==> src/rtl/spot_pkg.sv <==
package spot_pkg;

  // What the window does with the sample on the current cycle.
  typedef enum logic [1:0] {
    WIN_HOLD    = 2'd0,   // no sample this cycle
    WIN_RESTART = 2'd1,   // frame or row start: window emptied, sample loaded
    WIN_SHIFT   = 2'd2    // ordinary sample: shift history
  } win_op_t;

  localparam int DEF_PIX_W  = 8;
  localparam int DEF_ADDR_W = 8;
  localparam int DEF_BANK_W = 2;
  localparam int DEF_THRESH = 250;

endpackage

==> src/rtl/spot_window.sv <==
module spot_window
  import spot_pkg::*;
#(
  parameter int PIX_W  = DEF_PIX_W,
  parameter int THRESH = DEF_THRESH
) (
  input  logic             clk,
  input  logic             rst_n,
  input  win_op_t          op,
  input  logic [PIX_W-1:0] pix,
  input  logic [PIX_W-1:0] best_val,
  output logic             hit,
  output logic [PIX_W-1:0] mid
);

  localparam int TAPS = 3;
  localparam logic [PIX_W-1:0] THR = PIX_W'(THRESH);

  logic [PIX_W-1:0] h0_q, h1_q;
  logic [PIX_W-1:0] taps [TAPS];
  logic [TAPS-1:0]  over;

  always_ff @(posedge clk or negedge rst_n) begin
    if (!rst_n) begin
      h0_q <= '0;
      h1_q <= '0;
    end else begin
      case (op)
        WIN_RESTART: begin
          h0_q <= pix;
          h1_q <= '0;
        end
        WIN_SHIFT: begin
          h0_q <= pix;
          h1_q <= h0_q;
        end
        default: ;
      endcase
    end
  end

  assign taps[0] = pix;
  assign taps[1] = h0_q;
  assign taps[2] = h1_q;

  for (genvar t = 0; t < TAPS; t++) begin : g_thr
    assign over[t] = taps[t] > THR;
  end

  assign mid = h0_q;
  assign hit = (op == WIN_SHIFT) && (&over) && (h0_q > best_val);

  AST_WIN_IDLE: assert property (@(posedge clk) disable iff (!rst_n)
    (op == WIN_HOLD) |=> ($stable(h0_q) && $stable(h1_q)));

  AST_WIN_EMPTY: assert property (@(posedge clk) disable iff (!rst_n)
    (op == WIN_RESTART) |=> (h1_q == '0));

endmodule

==> src/rtl/spot_frame_ctl.sv <==
module spot_frame_ctl
  import spot_pkg::*;
#(
  parameter int PIX_W  = DEF_PIX_W,
  parameter int ADDR_W = DEF_ADDR_W,
  parameter int BANK_W = DEF_BANK_W,
  parameter int THRESH = DEF_THRESH
) (
  input  logic              clk,
  input  logic              rst_n,
  input  logic              valid,
  input  logic [ADDR_W-1:0] row,
  input  logic [ADDR_W-1:0] col,
  input  logic [BANK_W-1:0] bank,
  input  logic              hit,
  input  logic [PIX_W-1:0]  mid,
  output win_op_t           op,
  output logic [PIX_W-1:0]  best_val,
  output logic              done,
  output logic [BANK_W-1:0] done_bank,
  output logic              done_found,
  output logic [ADDR_W-1:0] done_row,
  output logic [ADDR_W-1:0] done_col
);

  localparam logic [ADDR_W-1:0] COL_LAST = '1;
  localparam logic [PIX_W-1:0]  THR      = PIX_W'(THRESH);

  logic [BANK_W-1:0] last_bank_q;
  logic              found_q;
  logic [ADDR_W-1:0] row_q, col_q;
  logic [PIX_W-1:0]  max_q;
  logic              origin, frame_start, row_start;

  assign origin      = (row == '0) && (col == '0);
  assign frame_start = valid && (origin || (bank != last_bank_q));
  assign row_start   = valid && (col == '0);

  always_comb begin
    if (!valid)                       op = WIN_HOLD;
    else if (frame_start || row_start) op = WIN_RESTART;
    else                              op = WIN_SHIFT;
  end

  always_ff @(posedge clk or negedge rst_n) begin
    if (!rst_n) begin
      last_bank_q <= '0;
      found_q     <= 1'b0;
      row_q       <= '0;
      col_q       <= '0;
      max_q       <= '0;
    end else if (valid) begin
      last_bank_q <= bank;
      if (frame_start) begin
        found_q <= 1'b0;
        row_q   <= '0;
        col_q   <= '0;
        max_q   <= '0;
      end else if (hit) begin
        found_q <= 1'b1;
        row_q   <= row;
        col_q   <= col - 1'b1;
        max_q   <= mid;
      end
    end
  end

  assign best_val   = max_q;
  assign done       = frame_start;
  assign done_bank  = last_bank_q;
  assign done_found = found_q;
  assign done_row   = row_q;
  assign done_col   = col_q;

  AST_FRAME_CLEAR: assert property (@(posedge clk) disable iff (!rst_n)
    frame_start |=> (!found_q && (max_q == '0)));

  AST_MAX_MONO: assert property (@(posedge clk) disable iff (!rst_n)
    (valid && !frame_start) |=> (max_q >= $past(max_q)));

  AST_EDGE_COLS: assert property (@(posedge clk) disable iff (!rst_n)
    found_q |-> ((col_q != '0) && (col_q != COL_LAST)));

  AST_FOUND_BRIGHT: assert property (@(posedge clk) disable iff (!rst_n)
    found_q |-> (max_q > THR));

endmodule

==> src/rtl/spot_result_bank.sv <==
module spot_result_bank
  import spot_pkg::*;
#(
  parameter int ADDR_W = DEF_ADDR_W,
  parameter int BANK_W = DEF_BANK_W
) (
  input  logic              clk,
  input  logic              rst_n,
  input  logic              we,
  input  logic [BANK_W-1:0] wbank,
  input  logic              w_found,
  input  logic [ADDR_W-1:0] w_row,
  input  logic [ADDR_W-1:0] w_col,
  input  logic [BANK_W-1:0] rbank,
  output logic              r_found,
  output logic [ADDR_W-1:0] r_row,
  output logic [ADDR_W-1:0] r_col
);

  localparam int SLOTS = 2 ** BANK_W;
  localparam int REC_W = 1 + 2 * ADDR_W;

  logic [REC_W-1:0] wdata;
  logic [REC_W-1:0] slot_q [SLOTS];

  assign wdata = {w_found, w_row, w_col};

  for (genvar s = 0; s < SLOTS; s++) begin : g_slot
    always_ff @(posedge clk or negedge rst_n) begin
      if (!rst_n)
        slot_q[s] <= '0;
      else if (we && (wbank == BANK_W'(s)))
        slot_q[s] <= wdata;
    end
  end

  assign {r_found, r_row, r_col} = slot_q[rbank];

  AST_SLOT_WRITE: assert property (@(posedge clk) disable iff (!rst_n)
    we |=> (slot_q[$past(wbank)] == $past(wdata)));

endmodule

==> src/rtl/spot_tracker.sv <==
module spot_tracker
  import spot_pkg::*;
#(
  parameter int PIX_W  = DEF_PIX_W,
  parameter int ADDR_W = DEF_ADDR_W,
  parameter int BANK_W = DEF_BANK_W,
  parameter int THRESH = DEF_THRESH
) (
  input  logic              clk,
  input  logic              rst_n,
  input  logic              in_valid,
  output logic              in_ready,
  input  logic [ADDR_W-1:0] in_row,
  input  logic [ADDR_W-1:0] in_col,
  input  logic [PIX_W-1:0]  in_pix,
  input  logic [BANK_W-1:0] cap_bank,
  input  logic [BANK_W-1:0] rd_bank,
  output logic              spot_found,
  output logic [ADDR_W-1:0] spot_row,
  output logic [ADDR_W-1:0] spot_col
);

  win_op_t           op;
  logic              hit;
  logic [PIX_W-1:0]  mid, best_val;
  logic              done, done_found;
  logic [BANK_W-1:0] done_bank;
  logic [ADDR_W-1:0] done_row, done_col;
  logic              take;

  assign in_ready = 1'b1;
  assign take     = in_valid && in_ready;

  spot_window #(.PIX_W(PIX_W), .THRESH(THRESH)) u_win (
    .clk(clk), .rst_n(rst_n), .op(op), .pix(in_pix),
    .best_val(best_val), .hit(hit), .mid(mid)
  );

  spot_frame_ctl #(.PIX_W(PIX_W), .ADDR_W(ADDR_W), .BANK_W(BANK_W),
                   .THRESH(THRESH)) u_ctl (
    .clk(clk), .rst_n(rst_n), .valid(take), .row(in_row), .col(in_col),
    .bank(cap_bank), .hit(hit), .mid(mid), .op(op), .best_val(best_val),
    .done(done), .done_bank(done_bank), .done_found(done_found),
    .done_row(done_row), .done_col(done_col)
  );

  spot_result_bank #(.ADDR_W(ADDR_W), .BANK_W(BANK_W)) u_res (
    .clk(clk), .rst_n(rst_n), .we(done), .wbank(done_bank),
    .w_found(done_found), .w_row(done_row), .w_col(done_col),
    .rbank(rd_bank), .r_found(spot_found), .r_row(spot_row), .r_col(spot_col)
  );

endmodule

==> config.mk <==
export PLATFORM = sky130hd
export DESIGN_NAME = spot_tracker
export DESIGN_NICKNAME = d
export VERILOG_FILES = /design/src/rtl/spot_pkg.sv /design/src/rtl/spot_window.sv /design/src/rtl/spot_frame_ctl.sv /design/src/rtl/spot_result_bank.sv /design/src/rtl/spot_tracker.sv
export SDC_FILE = /design/constraint.sdc
export NUM_CORES = 1
export LEC_CHECK = 0
export ABC_AREA = 1
export BUFFER_PORTS_ARGS = -buffer_cell sky130_fd_sc_hd__clkbuf_2
export CAP_MARGIN = 0
export CORE_AREA = 2 2 91 159
export CTS_BUF_LIST = sky130_fd_sc_hd__clkbuf_2 sky130_fd_sc_hd__clkbuf_4 sky130_fd_sc_hd__clkbuf_8
export CTS_CLUSTER_DIAMETER = 120
export DETAILED_ROUTE_END_ITERATION = 12
export DIE_AREA = 0 0 93 161
export MAX_ROUTING_LAYER = met4
export PLACE_DENSITY_LB_ADDON = 0.05
export REMOVE_ABC_BUFFERS = 1
export SKIP_CTS_REPAIR_TIMING = 1
export SLEW_MARGIN = 40
export SYNTH_ARGS = -nofsm -noshare
export SYNTH_HDL_FRONTEND = slang
export SYNTH_HIERARCHICAL = 1
export SYNTH_SLANG_ARGS = --single-unit
==> constraint.sdc <==
create_clock -name clk -period 6.8 [get_ports clk]
set_clock_uncertainty 0.2 [all_clocks]
set_input_delay 1.36 -clock clk [delete_from_list [all_inputs] [get_ports clk]]
set_output_delay 1.36 -clock clk [all_outputs]
set_load 0.02 [all_outputs]
==> metrics <==
status=finished clean; most common cell after layout, fill and taps aside=nand2_1; setup_tns=0 ns; Die X=93 um; row cnt=57; Final Cell Area=0.00653 mm2; Crit path top cell by count=clkbuf_2; PD cells=208 mW/mm2; Leakage=3.40 nW; Critical R2R Capture=u_ctl/done_col[0]; First DRT Iteration DRCs=378; I/O pin cnt=49; Max Buffers Root-to-Sink=2; Worst Path Max Fanout=18; total CTS buffers=9; CTS tree=done; Final Cycle Share=69.1%; die area=0.0150 mm2; GR Overflow Total=0; register bit total from synthesis=111; delay of the slowest cell on the worst path=0.78 ns; drt wl/cell=15.6 um; Skew-Pair Late Insertion Delay=0.37 ns; Critical Path AT=3.14 ns; Synth Area per Inst=7.57 um2; antenna viol nets, final=0; Tightest Pin Transition=0.805 ns; Via Count=5,138; WHS=0.278 ns; Worst EP required=5.24 ns; RSZ-0062 raised after global routing=false; min-delay worst type=reg2reg; Critical R2R Launch=u_ctl/done_bank[0]; number of global-route vias before repair=5,075; Crit. Startpoint=rd_bank[1]; Initial Utilization=44.4%; Fmax achieved=0.213 GHz; Cell Area, Synth=0.00608 mm2; commonest cells after routing, fill and taps aside=nand2_1, dfrtp_1, inv_1; Reg clk slew, reported paths=0.10 ns; share of layout cells above drive strength 1=13.8%; slowest CP cell=clkinv_1; Die Ht=161 um; Total Nets Final=865; critical-path cell list=clkbuf_2 > clkinv_1 > nand3_1 > nand2_1 > clkbuf_2; startpoint types=input port; Placed Area=0.00632 mm2; max-slew violation count=0; largest net degree at the start of global routing=68; clock root buffer=clkbuf_8; final setup fails=0; total track usage=23.1%; FF-to-FF path depth=17; Hold Violations, Final=0; GPL Wtd Cong=0.888; sequential fraction of the synthesis area=45.7%; MaxCap Viol Count=0; DR DRC count=0; IO Port Bufs=47; initial antenna violation count=0; number of vias per cell=5.11; diode count=0; H-tree depth=3; worst setup path end=spot_row[3]; FILL cells=1,446; first-pass GRT wire length=26,500 um; Cell variety after synth=32; Yosys warning total=6; endpoint class of the critical path=output pin; Max IR drop VDD=0.121 mV; Worst Path Class, Setup=in2out; Synth Instances=804; total clock sinks=111; placed cell count=990; Core ar.=0.0137 mm2; Pre-Repair DR Iteration Count=5; Final min period=4.70 ns; hpwl dp=10,500 um; drt total wl=15,700 um; reg2reg setup slack=2.78 ns; slew margin rel.=46.0%; post-route insts no fill=1,006; layout overhead on the synthesized area=7.30%
[cell usage after synthesis (all sizes together)]
cell	n	area [um2]
nand2	311	1230
inv	114	428
dfrtp	111	2780
nand3	82	495
nand4	51	319
buf	36	233
nor2	36	174
o21ai	22	110
ha	10	125
a21oi	9	45.0
clkbuf	6	23.8
nor3	4	30.0
xnor2	3	26.3
xor2	3	26.3
clkinv	2	7.51
mux2	2	22.5
conb	1	3.75
nand3b	1	7.51
[metrics by stage]
| step | setup slack [ns] | power [mW] | utilization (%) |
|---|---|---|---|
| 2_1_floorplan | 2.62 | 0.854 | - |
| 3_3_place_gp | 1.91 | 0.957 | 46.1 |
| 3_5_place_dp | 1.79 | 0.962 | 46.2 |
| 4_1_cts | 2.12 | 1.38 | 47.7 |
| 5_1_grt | 1.87 | 1.44 | 47.7 |
| 6_report | 2.10 | 1.36 | 47.7 |
[worst min-delay path by stage]
stage,from,cells past startpoint,end
2_1_floorplan,u_res/slot_q[17],2,u_res/slot_q[17]
3_3_place_gp,u_res/slot_q[59],2,u_res/slot_q[59]
3_5_place_dp,u_res/slot_q[34],2,u_res/slot_q[34]
4_1_cts,u_res/slot_q[60],2,u_res/slot_q[60]
5_1_grt,u_res/slot_q[59],2,u_res/slot_q[59]
6_report,u_res/slot_q[32],2,u_res/slot_q[32]
[layer usage]
| layer | GRT usage, % | part of all wire [%] |
|---|---|---|
| met2 | 40.6 | 54 |
| met5 | - | 0 |
| met1 | 28.1 | 42 |
| met4 | 6.48 | 2.1 |
| met3 | 2.57 | 2.5 |
[report_power, final]
group          internal (mW)  leakage, nW  switching (mW)  total [mW]
Combinational         0.0644         1.77           0.174       0.239
Sequential             0.678         1.53          0.0279       0.706
Clock                  0.190        0.104           0.221       0.412
[worst max-delay path: cells and delay by family]
kind / cells / cell delay (ns)
buf+inv: 3 / 1.35
simple gates: 2 / 0.42
[kinds of logic after synthesis]
group	synth area share (%)
buffers and inverters	11.4
other	0.0616
AO/OA/AOI/OAI	2.55
multiplexers	0.370
adder cells (fa/ha/maj)	2.06
flip-flops	45.7
XOR/XNOR	0.864
AND/OR/NAND/NOR	37.1
[layout make-up]
class                   instances  area (um2)  share of cell area (%)
clock buffers                  12         153                    2.34
clock inverters                 4        55.1                   0.843
inverters                     116         435                    6.67
multi-input cells             535        2620                    40.1
flip-flops and latches        111        2780                    42.5
well taps                     177         221                    3.39
repair buffers                 51         272                    4.16
[sequential cells by signal, indices dropped and copies added (netlist names)]
name              cells
u_res/slot_q         68
u_ctl/done_row        8
u_ctl/done_bank       2
u_ctl/best_val        8
u_win/h1_q            8
u_ctl/done_col        8
u_ctl/done_found      1
u_win/mid             8
Note: power is estimated with default switching activity, not from simulation.
